<file path="config.mk">
export PLATFORM = sky130hd
export DESIGN_NAME = eth_irq_status
export DESIGN_NICKNAME = d
export VERILOG_FILES = /design/src/rtl/ethirq_pkg.sv /design/src/rtl/ethirq_ctrl.sv /design/src/rtl/ethirq_dpath.sv /design/src/rtl/eth_irq_status.sv
export SDC_FILE = /design/constraint.sdc
export NUM_CORES = 1
export LEC_CHECK = 0
export ABC_AREA = 1
export ABC_CLOCK_PERIOD_IN_PS = 1400
export BUFFER_PORTS_ARGS = -buffer_cell sky130_fd_sc_hd__buf_2
export CAP_MARGIN = 10
export CELL_PAD_IN_SITES_DETAIL_PLACEMENT = 0
export CELL_PAD_IN_SITES_GLOBAL_PLACEMENT = 1
export CORE_AREA = 2 2 62 64
export CTS_CLUSTER_SIZE = 8
export DETAILED_ROUTE_END_ITERATION = 12
export DIE_AREA = 0 0 64 66
export GPL_ROUTABILITY_DRIVEN = 0
export PLACE_DENSITY = 0.83
export SYNTH_ARGS = -nofsm -noshare
export SYNTH_HDL_FRONTEND = slang
export SYNTH_SLANG_ARGS = --single-unit
</file>
<file path="constraint.sdc">
create_clock -name clk -period 1.4 [get_ports clk]
set_clock_uncertainty 0.15 [all_clocks]
set_input_delay 0.07 -clock clk [delete_from_list [all_inputs] [get_ports clk]]
set_output_delay 0.07 -clock clk [all_outputs]
set_load 0.05 [all_outputs]
</file>
<file path="src/rtl/ethirq_pkg.sv">
package ethirq_pkg;
  localparam int WORD_W   = 32;
  localparam int CODE_W   = 3;
  localparam int CODE_LSB = 23;
  localparam int NUM_EV   = 8;

  localparam int BIT_FATAL = 13;
  localparam int BIT_SUM   = 15;
  localparam int BIT_DONE  = 6;

  // event vector order: txStop, jabber, txUnder, rxNoDesc, rxStop, rxWdog, gpTimer, rxDone
  localparam int IDX_TXUNDER  = 2;
  localparam int IDX_RXNODESC = 3;
  localparam int EV_POS [NUM_EV] = '{1, 3, 5, 7, 8, 9, 11, 6};

  typedef enum logic [CODE_W-1:0] {
    ERR_PARITY = 3'b000,
    ERR_MASTER = 3'b001,
    ERR_TARGET = 3'b010
  } bus_err_e;

  function automatic logic [WORD_W-1:0] latchMask();
    logic [WORD_W-1:0] m;
    m = '0;
    for (int i = 0; i < NUM_EV; i++) m[EV_POS[i]] = 1'b1;
    m[BIT_FATAL] = 1'b1;
    return m;
  endfunction

  function automatic logic [WORD_W-1:0] abnMask();
    logic [WORD_W-1:0] m;
    m = latchMask();
    m[BIT_DONE] = 1'b0;
    return m;
  endfunction

  typedef struct packed {
    logic [WORD_W-1:0] setMask;
    logic [WORD_W-1:0] clrMask;
    logic              softClr;
    logic              codeLoad;
    logic [CODE_W-1:0] codeVal;
  } stat_strobe_t;
endpackage

</file>
<file path="src/rtl/ethirq_ctrl.sv">
module ethirq_ctrl
  import ethirq_pkg::*;
(
  input  logic                     clk,
  input  logic                     rst_n,
  input  logic                     swReset,
  input  logic [NUM_EV-1:0]        evVec,
  input  logic                     evParity,
  input  logic                     evMasterAbort,
  input  logic                     evTargetAbort,
  input  logic                     rxPollDemand,
  input  logic                     rxFrameSeen,
  input  logic                     clrWrite,
  input  logic [WORD_W-1:0]        clrData,
  output stat_strobe_t             strobe,
  output logic                     busEnable,
  output logic                     txSuspended,
  output logic                     rxSuspended,
  output logic                     underflowFlag
);
  localparam logic [WORD_W-1:0] LATCH_M = latchMask();

  logic fatalNow;
  logic codeHeld;
  logic [WORD_W-1:0] setVec;
  bus_err_e errSel;

  assign fatalNow = evParity | evMasterAbort | evTargetAbort;

  always_comb begin
    setVec = '0;
    for (int i = 0; i < NUM_EV; i++) setVec[EV_POS[i]] = evVec[i];
    setVec[BIT_FATAL] = fatalNow;
  end

  always_comb begin
    if (evParity)           errSel = ERR_PARITY;
    else if (evMasterAbort) errSel = ERR_MASTER;
    else                    errSel = ERR_TARGET;
  end

  always_comb begin
    strobe.setMask  = setVec;
    strobe.clrMask  = clrWrite ? (clrData & LATCH_M) : '0;
    strobe.softClr  = swReset;
    strobe.codeLoad = fatalNow & ~codeHeld & ~swReset;
    strobe.codeVal  = errSel;
  end

  always_ff @(posedge clk or negedge rst_n) begin
    if (!rst_n) begin
      codeHeld      <= 1'b0;
      busEnable     <= 1'b1;
      txSuspended   <= 1'b0;
      rxSuspended   <= 1'b0;
      underflowFlag <= 1'b0;
    end else if (swReset) begin
      codeHeld      <= 1'b0;
      busEnable     <= 1'b1;
      txSuspended   <= 1'b0;
      rxSuspended   <= 1'b0;
      underflowFlag <= 1'b0;
    end else begin
      if (fatalNow) begin
        codeHeld  <= 1'b1;
        busEnable <= 1'b0;
      end
      if (evVec[IDX_TXUNDER]) txSuspended <= 1'b1;
      underflowFlag <= evVec[IDX_TXUNDER];
      if (evVec[IDX_RXNODESC])              rxSuspended <= 1'b1;
      else if (rxPollDemand || rxFrameSeen) rxSuspended <= 1'b0;
    end
  end

  a_r5_lockout_holds: assert property (@(posedge clk) disable iff (!rst_n)
    (!busEnable && !swReset) |=> !busEnable);
  a_r5_fatal_drops_bus: assert property (@(posedge clk) disable iff (!rst_n)
    (fatalNow && !swReset) |=> !busEnable);
  a_r6_rx_suspend: assert property (@(posedge clk) disable iff (!rst_n)
    (evVec[IDX_RXNODESC] && !swReset) |=> rxSuspended);
  a_r7_tx_suspend_sticky: assert property (@(posedge clk) disable iff (!rst_n)
    (txSuspended && !swReset) |=> txSuspended);
  a_r9_soft_reset: assert property (@(posedge clk) disable iff (!rst_n)
    swReset |=> (busEnable && !rxSuspended && !txSuspended && !underflowFlag));
endmodule

</file>
<file path="src/rtl/ethirq_dpath.sv">
module ethirq_dpath
  import ethirq_pkg::*;
(
  input  logic              clk,
  input  logic              rst_n,
  input  stat_strobe_t      strobe,
  output logic [WORD_W-1:0] statusWord,
  output logic              abnSummary
);
  localparam logic [WORD_W-1:0] LATCH_M = latchMask();
  localparam logic [WORD_W-1:0] ABN_M   = abnMask();

  logic [WORD_W-1:0] statBits;
  logic [CODE_W-1:0] errCode;

  always_ff @(posedge clk or negedge rst_n) begin
    if (!rst_n) begin
      statBits <= '0;
      errCode  <= '0;
    end else if (strobe.softClr) begin
      statBits <= '0;
      errCode  <= '0;
    end else begin
      statBits <= ((statBits & ~strobe.clrMask) | strobe.setMask) & LATCH_M;
      if (strobe.codeLoad) errCode <= strobe.codeVal;
    end
  end

  assign abnSummary = |(statBits & ABN_M);

  always_comb begin
    statusWord = statBits;
    statusWord[BIT_SUM] = abnSummary;
    statusWord[CODE_LSB +: CODE_W] = errCode;
  end

  a_r1_bits_hold: assert property (@(posedge clk) disable iff (!rst_n)
    (!strobe.softClr && strobe.clrMask == '0) |=> ((statBits & $past(statBits)) == $past(statBits)));
  a_r3_set_wins: assert property (@(posedge clk) disable iff (!rst_n)
    (!strobe.softClr && strobe.setMask[BIT_FATAL]) |=> statBits[BIT_FATAL]);
  a_r4_code_stable: assert property (@(posedge clk) disable iff (!rst_n)
    (!strobe.softClr && !strobe.codeLoad) |=> $stable(errCode));
endmodule

</file>
<file path="src/rtl/eth_irq_status.sv">
module eth_irq_status
  import ethirq_pkg::*;
(
  input  logic              clk,
  input  logic              rst_n,
  input  logic              swReset,
  input  logic              evTxStop,
  input  logic              evJabber,
  input  logic              evTxUnder,
  input  logic              evRxNoDesc,
  input  logic              evRxStop,
  input  logic              evRxWdog,
  input  logic              evGpTimer,
  input  logic              evRxDone,
  input  logic              evParity,
  input  logic              evMasterAbort,
  input  logic              evTargetAbort,
  input  logic              rxPollDemand,
  input  logic              rxFrameSeen,
  input  logic              clrWrite,
  input  logic [WORD_W-1:0] clrData,
  output logic [WORD_W-1:0] statusWord,
  output logic              abnSummary,
  output logic              busEnable,
  output logic              txSuspended,
  output logic              rxSuspended,
  output logic              underflowFlag
);
  logic [NUM_EV-1:0] evVec;
  stat_strobe_t strobe;

  assign evVec = {evRxDone, evGpTimer, evRxWdog, evRxStop,
                  evRxNoDesc, evTxUnder, evJabber, evTxStop};

  ethirq_ctrl u_ctrl (
    .clk(clk), .rst_n(rst_n), .swReset(swReset), .evVec(evVec),
    .evParity(evParity), .evMasterAbort(evMasterAbort), .evTargetAbort(evTargetAbort),
    .rxPollDemand(rxPollDemand), .rxFrameSeen(rxFrameSeen),
    .clrWrite(clrWrite), .clrData(clrData), .strobe(strobe),
    .busEnable(busEnable), .txSuspended(txSuspended),
    .rxSuspended(rxSuspended), .underflowFlag(underflowFlag)
  );

  ethirq_dpath u_dpath (
    .clk(clk), .rst_n(rst_n), .strobe(strobe),
    .statusWord(statusWord), .abnSummary(abnSummary)
  );

  a_r2_summary_bit: assert property (@(posedge clk) disable iff (!rst_n)
    statusWord[BIT_SUM] == abnSummary);
  a_r1_event_latches: assert property (@(posedge clk) disable iff (!rst_n)
    (evJabber && !swReset) |=> statusWord[3]);
endmodule

</file>
==> results of run 1 <==
## sequential cells by signal (all words and copies together), names as in the netlist
signal and flops:
u_ctrl.busEnable 1, u_ctrl.underflowFlag 1, u_ctrl.rxSuspended 1, u_dpath.statBits 9
u_ctrl.codeHeld 1, u_ctrl.txSuspended 1, u_dpath.errCode 2
## power groups by stage
| stage | registers [mW] | logic [mW] | clock network [mW] |
|---|---|---|---|
| finish | 0.512 | 0.416 | 0.312 |
| global route | 0.516 | 0.445 | 0.347 |
| CTS | 0.511 | 0.416 | 0.327 |
| detailed placement | 0.520 | 0.358 | 0 |
| global placement | 0.520 | 0.356 | 0 |
| floorplan | 0.615 | 0.223 | 0 |
## final timing paths
check / start / end / slack, ps
hold / removal: clrWrite / u_dpath.statBits[7]$_DFF_PN0_ / 8
setup reg to reg: u_dpath.statBits[8]$_DFF_PN0_ / u_dpath.statBits[8]$_DFF_PN0_ / 400
max in group asynchronous: rst_n / u_ctrl.busEnable$_DFFE_PN1P_ / 710
hold reg to reg: u_ctrl.busEnable$_DFFE_PN1P_ / u_ctrl.busEnable$_DFFE_PN1P_ / 340
setup / recovery: u_dpath.statBits[11]$_DFF_PN0_ / statusWord[15] / -10
min in group asynchronous: rst_n / u_ctrl.rxSuspended$_DFFE_PN0P_ / 70
## area by class of cell
class | count | share of cell area
repair buffers | 67 | 0.359
inverters | 6 | 0.0172
well taps | 48 | 0.0458
multi-input cells | 70 | 0.236
clock buffers | 4 | 0.0277
flip-flops and latches | 16 | 0.314
## worst min-delay path: stages
cell	delay, ps
sky130_fd_sc_hd__buf_2	180
sky130_fd_sc_hd__nand2_1	70
sky130_fd_sc_hd__nand2_1	50
sky130_fd_sc_hd__a21oi_1	50
## cell usage in the layout (no fill, tap or decap), types with 2 or more instances in the layout
cell and count:
sky130_fd_sc_hd__conb_1 20, sky130_fd_sc_hd__dfrtp_1 7, sky130_fd_sc_hd__clkbuf_4 3, sky130_fd_sc_hd__nand2_2 2, sky130_fd_sc_hd__buf_6 2, sky130_fd_sc_hd__buf_2 40
sky130_fd_sc_hd__nor2_1 12, sky130_fd_sc_hd__nand3_1 3, sky130_fd_sc_hd__nor2_2 2, sky130_fd_sc_hd__inv_1 5, sky130_fd_sc_hd__nand4_1 3, sky130_fd_sc_hd__dfrtp_2 8
sky130_fd_sc_hd__dlygate4sd3_1 24, sky130_fd_sc_hd__nand2_1 15, sky130_fd_sc_hd__a21oi_1 10
## metrics by stage
step	hold WS (ps)	instances
2_1_floorplan	-376	115
3_3_place_gp	-143	182
3_5_place_dp	-135	182
4_1_cts	3.82	211
5_1_grt	40.2	211
6_report	7.85	211
## kinds of logic after synthesis
family	after synthesis	share of synthesized area
flops	16	0.487
buf+inv	29	0.231
simple gates	38	0.202
compound gates	12	0.0759
other cells	1	0.00455
## per-layer routing
metal | global-route usage | part of all wire | vias up
met3 | 0.0204 | 0.072 | 0
met2 | 0.211 | 0.52 | 38
met5 | 0 | 0 | -
met1 | 0.113 | 0.41 | 348
li1 | - | - | 396
met4 | 0.0245 | 0 | 0
## what timing repair did
item                                    in CTS  in global routing
hold buffers                                24                  0
buffers inserted                             1                  0
gates resized for setup                      5                  1
endpoints found under the hold margin       32                  0
gates cloned                                 0                  0
pin swaps                                    1                  1
endpoints found under the setup margin       2                  2
==> metrics.cfg, run 1 <==
[worst_setup_path]
critical-path-top-delay-family=flip-flops
worst_path_largest_cell_delay_ps=430
setup.worst_path.start_class=flip-flop
critical_path.endpoint_type=primary output
r2r.worst_path.cells=3
path_depth=3
timing_worst_setup_path_type=reg -> out
path_cells=nor2_1 -> nand4_1 -> buf_6
timing.critical_path.slowest_stage_cell=sky130_fd_sc_hd__dfrtp_2
timing.critical_path.buf_inv=1
timing.critical_path.required_ps=1180
worstPathArrival_ps=1190
path_max_fanout=3

[global_routing]
grt_start_max_net_pins=17
grt_first_pass_wirelength_um=3490
grt_antenna_before_repair=0
grt_pass1_vias=813
grt_remaining_overflow=0
grt.total_usage=0.106

[final_layout]
nFillCells=365
postLayoutCoreUtil=0.369
synth_to_layout_area_growth_pct=58.9
final_net_count=213
seqCellArea_um2=412
drive_above_1_share=0.380
final_cell_area_mm2=0.00131
multiInputGateArea_um2=309
antenna_diode_count=0

[timing]
fin_tns_setup_ps=-22.6
post-route-period-util=1.01
final_hold_violation_count=0
finalSetupViolCount=2
achievable-frequency_ghz=0.708
post-route-min-period_ps=1410
final_critical_path_setup_slack_ps=-12.2
rsz_0062_raised_after_global_routing=yes
timing_max_transition_violations_final=0

[clocking]
clkLatencyLatePin_ps=290
ctsLongestPathBuffers=2
worst_setup_hold_path_clk_slew_ps=100
clock_sink_count=16
cts_tree=yes
deepest_level_of_the_cts_h_tree=1
cts_buffers=3
clk_root_buffer_cell=sky130_fd_sc_hd__clkbuf_4

[logic_synthesis]
synth_seq_area_share=0.487
synth-edff-count=0
synthesis.instances=96
per_instance_average_area_after_synthesis_um2=8.59
synthFlopType=sky130_fd_sc_hd__dfrtp_1
ys_top_cells_by_count=21 x sky130_fd_sc_hd__buf_4, 15 x sky130_fd_sc_hd__dfrtp_1, 15 x sky130_fd_sc_hd__nand2_1
async_flop_share=1.00
synth_area_um2=825
ys_warn_count=0
synthDistinctLibCells=16
post-synth-top-area-fraction=0.455
post-synth-top-area-cell=sky130_fd_sc_hd__dfrtp_1
netlist_top_cells_area=sky130_fd_sc_hd__dfrtp_1 46%, sky130_fd_sc_hd__buf_4 19%, sky130_fd_sc_hd__nand2_1 6.8%, sky130_fd_sc_hd__nor2_1 6.4%, sky130_fd_sc_hd__a21oi_1 6.1%
post-synth-top-count-cell=sky130_fd_sc_hd__buf_4
yosys_register_bits=16

[hold_path]
timing.hold.worst_path_depth=4
hp-class=in -> reg

[floorplanning]
die_y_um=66
die-width_um=64
dieArea_mm2=0.00422
fp-row-count=22
initial_core_util=0.232
design.portCount=86
placeable_core_region_mm2=0.00355

[power]
p_leak_nw=0.692
vdd_drop_max_mv=0.307
power_frac_clock=0.252
design_power_total_mw=1.24
swShare=0.380
power.switching_mw=0.471
power.combinational.fraction=0.336
power_report.internal_total_mw=0.768
pwr-share-seq=0.413
power_per_cell_area_mw_per_mm2=946

[run_status]
status=finished with violations
failing_checks=negative setup slack

[routing]
antenna_left=0
dr_pass1_iterations=4
post_drt_wl_per_cell_um=9.85
drcViolationCount=0
route.detailed.vias_per_inst=3.71
initialDrtViolationCount=13
drt_wl_total_um=2080
vias=782

[placed_design]
hpwl_um=1340
dpl-instance-area_mm2=0.00101
dp_worst_slack_ps=316
io_buffer_count=42

[run]
cap_violations=0

No activity file was read; power rests on OpenSTA's default activity.
==> inputs of run 2 (changes only) <==
Settings changed: PLACE_DENSITY 0.83 to not set, PLACE_DENSITY_LB_ADDON set to 0.3.
==> metrics.cfg, run 2 (synthesis gave the netlist of run 1 again) <==
[floorplanning]
initial_core_util=0.232  ; unchanged
placeable_core_region_mm2=0.00355  ; unchanged
design.portCount=86  ; unchanged
die_y_um=66  ; unchanged
fp-row-count=22  ; unchanged
dieArea_mm2=0.00422  ; unchanged
die-width_um=64  ; unchanged

[timing]
achievable-frequency_ghz=0.715  ; was 0.708 GHz
rsz_0062_raised_after_global_routing=yes  ; unchanged
post-route-min-period_ps=1400  ; was 1410 ps
final_hold_violation_count=0  ; unchanged
timing_max_transition_violations_final=0  ; unchanged
finalSetupViolCount=0  ; was 2
post-route-period-util=0.998  ; was 1.01
fin_worst_hold_slack_ps=46.7  ; was 7.85 ps

[hold_path]
hp-class=in -> reg  ; unchanged

[final_layout]
drive_above_1_share=0.401  ; was 0.380
largest-register=u_dpath.statBits  ; unchanged
reg.largest.list=u_dpath.statBits (9), u_dpath.errCode (2)  ; unchanged
final_cell_area_mm2=0.00134  ; was 0.00131 mm²
flip_flop_count_of_the_largest_register_all_copies_and_words_added=9  ; unchanged
synth_to_layout_area_growth_pct=61.9  ; was 58.9%
most-common-layout-cells=40 x sky130_fd_sc_hd__buf_2, 24 x sky130_fd_sc_hd__dlygate4sd3_1, 20 x sky130_fd_sc_hd__conb_1  ; unchanged
antenna_diode_count=0  ; unchanged
layout_commonest_cell=sky130_fd_sc_hd__buf_2  ; unchanged
fin_cells=215  ; was 211
final_net_count=217  ; was 213

[routing]
drcViolationCount=0  ; unchanged
antenna_left=0  ; unchanged
route.detailed.vias_per_inst=3.76  ; was 3.71
initialDrtViolationCount=7  ; was 13
post_drt_wl_per_cell_um=10.2  ; was 9.85 µm
drt_wl_total_um=2180  ; was 2080 µm
vias=808  ; was 782
dr_pass1_iterations=3  ; was 4

[placed_design]
io_buffer_count=42  ; unchanged
dpl-instance-area_mm2=0.00101  ; unchanged
dp_cells=182  ; unchanged
hpwl_um=1500  ; was 1340 µm

[clocking]
ctsLongestPathBuffers=2  ; unchanged
worst_setup_hold_path_clk_slew_ps=90  ; was 100 ps
clock_sink_count=16  ; unchanged
cts_buffers=3  ; unchanged
clkLatencyLatePin_ps=270  ; was 290 ps
clk_root_buffer_cell=sky130_fd_sc_hd__clkbuf_4  ; unchanged
deepest_level_of_the_cts_h_tree=1  ; unchanged
cts_tree=yes  ; unchanged

[power]
power.combinational.fraction=0.364  ; was 0.336
p_leak_nw=0.707  ; was 0.692 nW
swShare=0.386  ; was 0.380
pwr-share-seq=0.431  ; was 0.413
design_power_total_mw=1.19  ; was 1.24 mW
power_per_cell_area_mw_per_mm2=891  ; was 946 mW/mm²
power.switching_mw=0.459  ; was 0.471 mW
vdd_drop_max_mv=0.317  ; was 0.307 mV
power_report.internal_total_mw=0.730  ; was 0.768 mW
power_frac_clock=0.206  ; was 0.252

[worst_setup_path]
timing.critical_path.required_ps=1180  ; about the same
worst_path_largest_cell_delay_ps=420  ; was 430 ps
r2r.worst_path.cells=3  ; unchanged
crit_startpoint=u_dpath.statBits[11]$_DFF_PN0_  ; unchanged
timing.critical_path.to=abnSummary  ; was statusWord[15]
path_cells=nor2_2 -> nand4_1 -> buf_6  ; was nor2_1 -> nand4_1 -> buf_6
timing_worst_setup_path_type=reg -> out  ; unchanged
r2r_setup_slack_ps=360  ; was 400 ps
worstPathArrival_ps=1180  ; was 1190 ps
timing.critical_path.slowest_stage_cell=sky130_fd_sc_hd__dfrtp_2  ; unchanged
path_max_fanout=2  ; was 3
setup.worst_path.start_class=flip-flop  ; unchanged
rr_startpoint=u_dpath.statBits[1]$_DFF_PN0_  ; was u_dpath.statBits[8]$_DFF_PN0_
critical_path.endpoint_type=primary output  ; unchanged
critical_path.reg2reg.endpoint=u_dpath.statBits[1]$_DFF_PN0_  ; was u_dpath.statBits[8]$_DFF_PN0_

[global_routing]
grt_start_max_net_pins=17  ; unchanged
grt_antenna_before_repair=0  ; unchanged
grt_remaining_overflow=0  ; unchanged
grt_pass1_vias=787  ; was 813
grt_first_pass_wirelength_um=3360  ; was 3490 µm
grt.total_usage=0.104  ; was 0.106

[run]
cap_violations=0  ; unchanged

[run_status]
status=completed  ; was finished with violations

==> run 2: cell count changes in the layout (fill, tap and decap cells not counted), sizes merged <==
| cell | before | now |
|---|---|---|
| buf | 43 | 47 |
==> run 2: final cells by class <==
cell class	count	area (µm²)
Timing Repair Buffer	71	500
Multi-Input combinational cell	70	314
Tap cell	48	60.1
Fill cell	372	2220
Clock buffer	4	26.3
Sequential cell	16	412
Inverter	6	22.5
==> run 2: power by group through the flow <==
stage               Combinational, mW  Sequential (mW)  Clock (mW)
global placement                0.358            0.521           0
floorplan                       0.223            0.615           0
finish                          0.432            0.512       0.245
CTS                             0.431            0.512       0.266
detailed placement              0.361            0.521           0
global route                    0.460            0.516       0.287
==> run 2: timing repair <==
| action | CTS | global route |
|---|---|---|
| resized for setup | 7 | 1 |
| hold buffers | 24 | 0 |
| endpoints found under the setup margin | 2 | 2 |
| hold endpoints to repair | 31 | 0 |
| cloned | 0 | 0 |
| pin swaps | 2 | 1 |
| setup buffers | 4 | 1 |
==> run 2: through the flow <==
| stage | TNS [ps] | util | setup WS, ps |
|---|---|---|---|
| 2_1_floorplan | -356 | - | -356 |
| 3_3_place_gp | 0 | 0.284 | 297 |
| 3_5_place_dp | 0 | 0.284 | 283 |
| 4_1_cts | -65.1 | 0.373 | -32.7 |
| 5_1_grt | -144 | 0.376 | -72.7 |
| 6_report | 0 | 0.376 | 2.28 |
==> run 2: metal layers <==
layer | GRT usage | vias up | routed length (µm)
li1 | - | 400 | -
met1 | 0.111 | 378 | 856
met2 | 0.201 | 30 | 1210
met3 | 0.0187 | 0 | 114
met4 | 0.0408 | 0 | 0
met5 | 0 | - | 0
==> run 2: worst min-delay path by stage <==
stage / from / to / slack [ps] / depth (start not counted)
6_report: clrWrite / u_dpath.statBits[13]$_DFF_PN0_ / 50 / 4
5_1_grt: clrWrite / u_dpath.statBits[13]$_DFF_PN0_ / 50 / 4
4_1_cts: clrWrite / u_dpath.statBits[3]$_DFF_PN0_ / 50 / 4
3_5_place_dp: rst_n / u_dpath.errCode[0]$_DFFE_PN0P_ / -140 / 1
3_3_place_gp: rst_n / u_ctrl.txSuspended$_DFFE_PN0P_ / -140 / 1
2_1_floorplan: rst_n / u_ctrl.codeHeld$_DFFE_PN0P_ / -380 / 0
==> run 2: worst max-delay path, delay by kind of cell, from the launching register on <==
kind	cells	cell delay, ps
buf+inv	1	200
simple gates	2	280
flops	1	420
